File: config.mk
export PLATFORM = sky130hd
export DESIGN_NAME = trans_capture
export DESIGN_NICKNAME = d
export VERILOG_FILES = /design/src/rtl/trans_capture.sv
export SDC_FILE = /design/constraint.sdc
export NUM_CORES = 1
export LEC_CHECK = 0
export ABC_AREA = 0
export BUFFER_PORTS_ARGS = -buffer_cell sky130_fd_sc_hd__buf_2
export CAP_MARGIN = 5
export CORE_ASPECT_RATIO = 1.2
export CORE_UTILIZATION = 40
export CTS_CLUSTER_DIAMETER = 30
export DETAILED_ROUTE_END_ITERATION = 7
export PLACE_DENSITY_LB_ADDON = 0.15
export SYNTH_ARGS = -nofsm -noshare
export SYNTH_HDL_FRONTEND = slang
export SYNTH_SLANG_ARGS = --single-unit
export TNS_END_PERCENT = 20
File: constraint.sdc
create_clock -name clk -period 3 [get_ports clk]
set_input_delay 0.15 -clock clk [delete_from_list [all_inputs] [get_ports clk]]
set_output_delay 0.15 -clock clk [all_outputs]
set_load 0.03 [all_outputs]
File: src/rtl/trans_capture.sv
module trans_capture #(
  parameter int CH_W      = 16,
  parameter int TS_W      = 16,
  parameter int DEPTH_W   = 20,
  parameter int MIN_DEPTH = 8192
) (
  input  logic               clk,
  input  logic               rst_n,
  input  logic               arm,
  input  logic               stop,
  input  logic               narrow,
  input  logic [CH_W-1:0]    ch_in,
  input  logic [CH_W-1:0]    tmask,
  input  logic [DEPTH_W-1:0] cfg_depth,
  output logic               wr_en,
  output logic [DEPTH_W-1:0] wr_addr,
  output logic [TS_W+CH_W-1:0] wr_data,
  output logic               done,
  output logic               busy
);
  localparam int W    = TS_W + CH_W;
  localparam int SLOT = W / 4;
  localparam int NTS  = SLOT - 4;

  logic               narrow_q, first;
  logic [TS_W-1:0]    ts;
  logic [CH_W-1:0]    prev;
  logic [DEPTH_W-1:0] cnt, waddr, depth_q;
  logic [1:0]         lane;
  logic [W-1:0]       pk;

  wire [CH_W-1:0] sel     = narrow_q ? (tmask & CH_W'(4'hF)) : tmask;
  wire            changed = |((ch_in ^ prev) & sel);
  wire            ts_max  = narrow_q ? (&ts[NTS-1:0]) : (&ts);
  wire            take    = first || changed || ts_max;
  wire [SLOT-1:0] slot    = {ts[NTS-1:0], ch_in[3:0]};
  wire [W-1:0]    pk_nx   = pk | (W'(slot) << (32'(lane) * SLOT));
  wire            last    = (cnt + 1'b1) == depth_q;

  always_ff @(posedge clk) begin
    if (!rst_n) begin
      busy <= 1'b0; done <= 1'b0; wr_en <= 1'b0; wr_addr <= '0; wr_data <= '0;
      narrow_q <= 1'b0; first <= 1'b0; ts <= '0; prev <= '0; cnt <= '0;
      waddr <= '0; depth_q <= '0; lane <= '0; pk <= '0;
    end else begin
      wr_en <= 1'b0;
      if (arm) begin
        busy <= 1'b1; done <= 1'b0; narrow_q <= narrow; first <= 1'b1;
        depth_q <= (cfg_depth < DEPTH_W'(MIN_DEPTH)) ? DEPTH_W'(MIN_DEPTH) : cfg_depth;
        ts <= '0; cnt <= '0; waddr <= '0; lane <= '0; pk <= '0;
      end else if (busy && stop) begin
        busy <= 1'b0;
        if (narrow_q && lane != 2'd0) begin
          wr_en <= 1'b1; wr_addr <= waddr; wr_data <= pk; waddr <= waddr + 1'b1;
        end
        pk <= '0; lane <= '0;
      end else if (busy) begin
        ts <= ts + 1'b1; prev <= ch_in; first <= 1'b0;
        if (take) begin
          cnt <= cnt + 1'b1;
          if (last) begin
            done <= 1'b1; busy <= 1'b0;
          end
          if (!narrow_q) begin
            wr_en <= 1'b1; wr_addr <= waddr; wr_data <= {ts, ch_in}; waddr <= waddr + 1'b1;
          end else if (lane == 2'd3 || last) begin
            wr_en <= 1'b1; wr_addr <= waddr; wr_data <= pk_nx; waddr <= waddr + 1'b1;
            pk <= '0; lane <= '0;
          end else begin
            pk <= pk_nx; lane <= lane + 1'b1;
          end
        end
      end
    end
  end

  // first sample after arming is written with timestamp zero
  a_r2_first_stored: assert property (@(posedge clk) disable iff (!rst_n)
    $rose(busy) && !narrow_q && !arm && !stop |=> wr_en && wr_data[W-1:CH_W] == '0);

  // a quiet masked bus with no overflow gives no write
  a_r3_quiet_no_store: assert property (@(posedge clk) disable iff (!rst_n)
    busy && !narrow_q && !first && !changed && !ts_max && !arm && !stop |=> !wr_en);

  // consecutive writes use consecutive addresses
  a_r5_addr_step: assert property (@(posedge clk) disable iff (!rst_n)
    wr_en && $past(wr_en) |-> wr_addr == DEPTH_W'($past(wr_addr) + 1'b1));

  // once done has settled, nothing is written and the block is idle
  a_r9_done_blocks: assert property (@(posedge clk) disable iff (!rst_n)
    done && $past(done) |-> !wr_en && !busy);
endmodule

==> impl_metrics.yaml <==
power:
  p_leak_nw: 4.02
  power_w: 0.00526
  peakVddDrop_mv: 0.444
  p_per_area_nw_per_um2: 497
drt:
  drtAntennaViolNets: 0
  drcViolationCount: 0
  dr.pass1.iters: 5
  via_count: 7911
  wl_microns: 24100
  via_per_inst: 5.48
  wl_per_cell_microns: 16.7
  drt_iter0_markers: 462
global_route:
  grt_usage: 0.225
  grt_pass1_wl_microns: 38300
  overflow: 0
  antenna_found_initial: 1
  grt_max_degree: 59
  grt_pass1_vias: 7416
critical_path:
  rrSetupSlack_ps: 80
  r2r_start: "cnt[0]$_SDFFE_PP0P_"
  cp.required_ps: 3360
  arrival_ps: 3280
  r2r_end: "waddr[10]$_SDFFE_PP0P_"
  crit_end: "waddr[10]$_SDFFE_PP0P_"
  cp_max_fo: 7
  rr_worst_depth: 11
  crit_start: "cnt[0]$_SDFFE_PP0P_"
  path_class: "reg2reg"
  cp-end-kind: "flop"
  crit_path_start_kind: "flop"
clock_tree:
  clk_latency_ps: 440
  clkTransAtPathRegs_ps: 70
  cts_buffers: 17
  cts_tree: "built"
  cts-htree-levels: 4
  cts_max_path_buffers: 2
  cts_root_buffer: "clkbuf_16"
  cts.sinks: 183
synthesis:
  synth-seq-cells: 183
  yosys-top-cells-area: "dfxtp_1 (44%), a21oi_1 (7.8%), nand2_1 (5.6%)"
  yosys.area.top_type: "dfxtp_1"
  synth_edf_count: 0
  synth_flop_cell: "dfxtp_1"
  syn-num-nets: 1071
  syn_inst: 1009
  synthArstFlopShare: 0
  avgSynthCellArea_sq_um: 8.29
  seq_area_frac_synth: 0.438
  netlist_area_sq_um: 8370
  yosys_warnings: 0
  synth.distinct_cells: 68
  synth_top_area_share: 0.438
cells_and_area:
  final_cells: 1443
  drive_gt1_frac: 0.211
  fin_nets: 1227
  area_delta_synth_final_pct: 26.7
  fillerInstances: 2012
  utilization: 0.520
  diodes: 0
placement:
  dpl.hpwl_microns: 16100
  dp_cells: 1366
  place_congestion: 0.838
  portBuffers: 111
sta:
  worst_pin_slew_ps: 1180
  rsz0062_at_grt: "true"
  hold_viol: 0
  finalClockSkew_ps: 13.8
  layout_worst_path_cycle_share: 0.973
  relSlewSlack: 0.212
  setup_viol: 0
  fin_hold_ws_ps: 81.7
  max_freq_mhz: 343
  drv_slew: 0
  min_period_ps: 2920
floorplanning:
  die_area_sq_um: 21500
  rows: 57
  io_pins: 112
  start_util: 0.410
  core_area_sq_um: 20400
  die_h_microns: 160
  die_w_microns: 134
run:
  max_cap_violations: 0
min_path:
  worstHoldPathType: "in2reg"
outcome:
  status: "finished, final reports clean"
[per-stage QoR]
| stage | setup TNS, ps | cell area [sq um] | setup slack, ps |
|---|---|---|---|
| 2_1_floorplan | 0 | 8370 | 96.5 |
| 3_5_place_dp | -1050 | 9410 | -107 |
| 4_1_cts | 0 | 10300 | 29.3 |
| 5_1_grt | -104 | 10600 | -42.3 |
| 3_3_place_gp | -1160 | 9410 | -97.8 |
| 6_report | 0 | 10600 | 82.2 |
[cells by family (layout without fill, tap and decap cells)]
group / Yosys count / count (layout) / share of synthesized area
buffers and inverters: 88 / 257 / 0.0459
DFF: 183 / 183 / 0.438
and+or+nand+nor: 360 / 360 / 0.206
AOI/OAI and AO/OA: 289 / 289 / 0.213
xor gates and xnor gates: 73 / 73 / 0.0764
muxes: 11 / 11 / 0.0135
adders and majority gates: 5 / 5 / 0.00748
[critical path: stages (launching register included)]
cell	delay, ps
dfxtp_2	360
buf_6	120
nand4_1	160
nor3_2	280
buf_4	170
nor4bb_1	310
o32a_1	270
a31o_4	190
o211ai_4	140
buf_12	190
or4_4	500
a21oi_1	150
[flip-flops by register name, indices dropped and copies added (netlist names)]
signal    count
busy          1
cnt          20
depth_q      20
done          1
first         1
lane          2
narrow_q      1
pk           32
prev         16
ts           16
waddr        20
wr_addr      20
wr_data      32
wr_en         1
[timing repair]
item                                    4_1_cts  5_1_grt
gates resized for setup                       2       28
pin swaps                                     2       16
hold buffers                                 33        0
cloned                                        0        2
hold endpoints to repair                     33        0
endpoints found under the setup margin       16       78
buffers inserted                              1        9
[worst min-delay path by stage]
| stage | start | to | slack [ps] | cells past startpoint |
|---|---|---|---|---|
| 6_report | rst_n | depth_q[19]$_SDFFE_PN0P_ | 80 | 3 |
| 5_1_grt | rst_n | depth_q[19]$_SDFFE_PN0P_ | 70 | 3 |
| 4_1_cts | rst_n | depth_q[19]$_SDFFE_PN0P_ | 60 | 3 |
| 3_5_place_dp | cfg_depth[11] | depth_q[11]$_SDFFE_PN0P_ | 360 | 2 |
| 3_3_place_gp | cfg_depth[12] | depth_q[12]$_SDFFE_PN0P_ | 360 | 2 |
| 2_1_floorplan | cfg_depth[0] | depth_q[0]$_SDFFE_PN0P_ | 280 | 1 |
[cells in the final DEF, fill, tap and decap left out, types with 4 or more instances in the layout]
cell type | Yosys | routed
buf_6 | 2 | 4
dfxtp_1 | 183 | 179
ha_1 | 5 | 4
or4_1 | 14 | 9
a22oi_1 | 5 | 5
and4_1 | 7 | 7
nand3_1 | 44 | 44
o31ai_1 | 12 | 12
nor3_1 | 8 | 8
inv_1 | 12 | 12
and2_1 | 5 | 5
nand2_1 | 125 | 124
xor2_1 | 53 | 53
dlygate4sd3_1 | 0 | 33
or3_1 | 8 | 7
dfxtp_2 | 0 | 4
or4_4 | 1 | 6
a21oi_1 | 131 | 128
and3_1 | 10 | 10
buf_12 | 0 | 5
nand4_1 | 16 | 16
o21ai_0 | 67 | 66
inv_6 | 0 | 6
o221ai_1 | 28 | 28
nor2_1 | 97 | 97
buf_4 | 5 | 57
xnor2_1 | 20 | 20
clkbuf_16 | 0 | 19
buf_2 | 15 | 111
a22o_1 | 17 | 17
nand2b_1 | 5 | 5
mux2i_1 | 9 | 9
[area by class of cell]
class                           count  area, sq um  area share
Clock buffer                       20          467      0.0440
Clock inverter                     12          128      0.0120
Inverter                           13         48.8     0.00460
Multi-Input combinational cell    738         4450       0.420
Sequential cell                   183         3670       0.346
Tap cell                          265          332      0.0313
Timing Repair Buffer              212         1510       0.142
[per-layer routing]
metal,vias to the layer above,share of wire,global-route usage,routed length (microns)
li1,3904,-,-,-
met1,3801,0.44,0.273,10500
met2,167,0.51,0.400,12300
met3,37,0.035,0.0382,841
met4,2,0.019,0.0710,457
met5,-,0.00050,0,12
[where the power goes]
part	switching, W	total [W]	internal [W]
clock	0.00103	0.00227	0.00124
combinational	0.000297	0.000498	0.000201
sequential	0.0000275	0.00249	0.00246
total	0.00136	0.00526	0.00390
[Yosys cell counts, drive strengths merged (4+ instances only)]
library cell	n
mux2i	9
ha	5
xor2	53
a21oi	131
nand2	125
nand2b	5
a2111oi	4
a22oi	5
nand4	17
nor4	4
and4	7
nor3	9
and2	5
or3	8
o21ai	68
or4	15
nand3	45
nor2	97
o221ai	28
dfxtp	183
and3	10
buf	27
o31ai	12
inv	13
clkbuf	48
a22o	17
xnor2	20
o211ai	4
No activity file was read; power rests on OpenSTA's default activity.
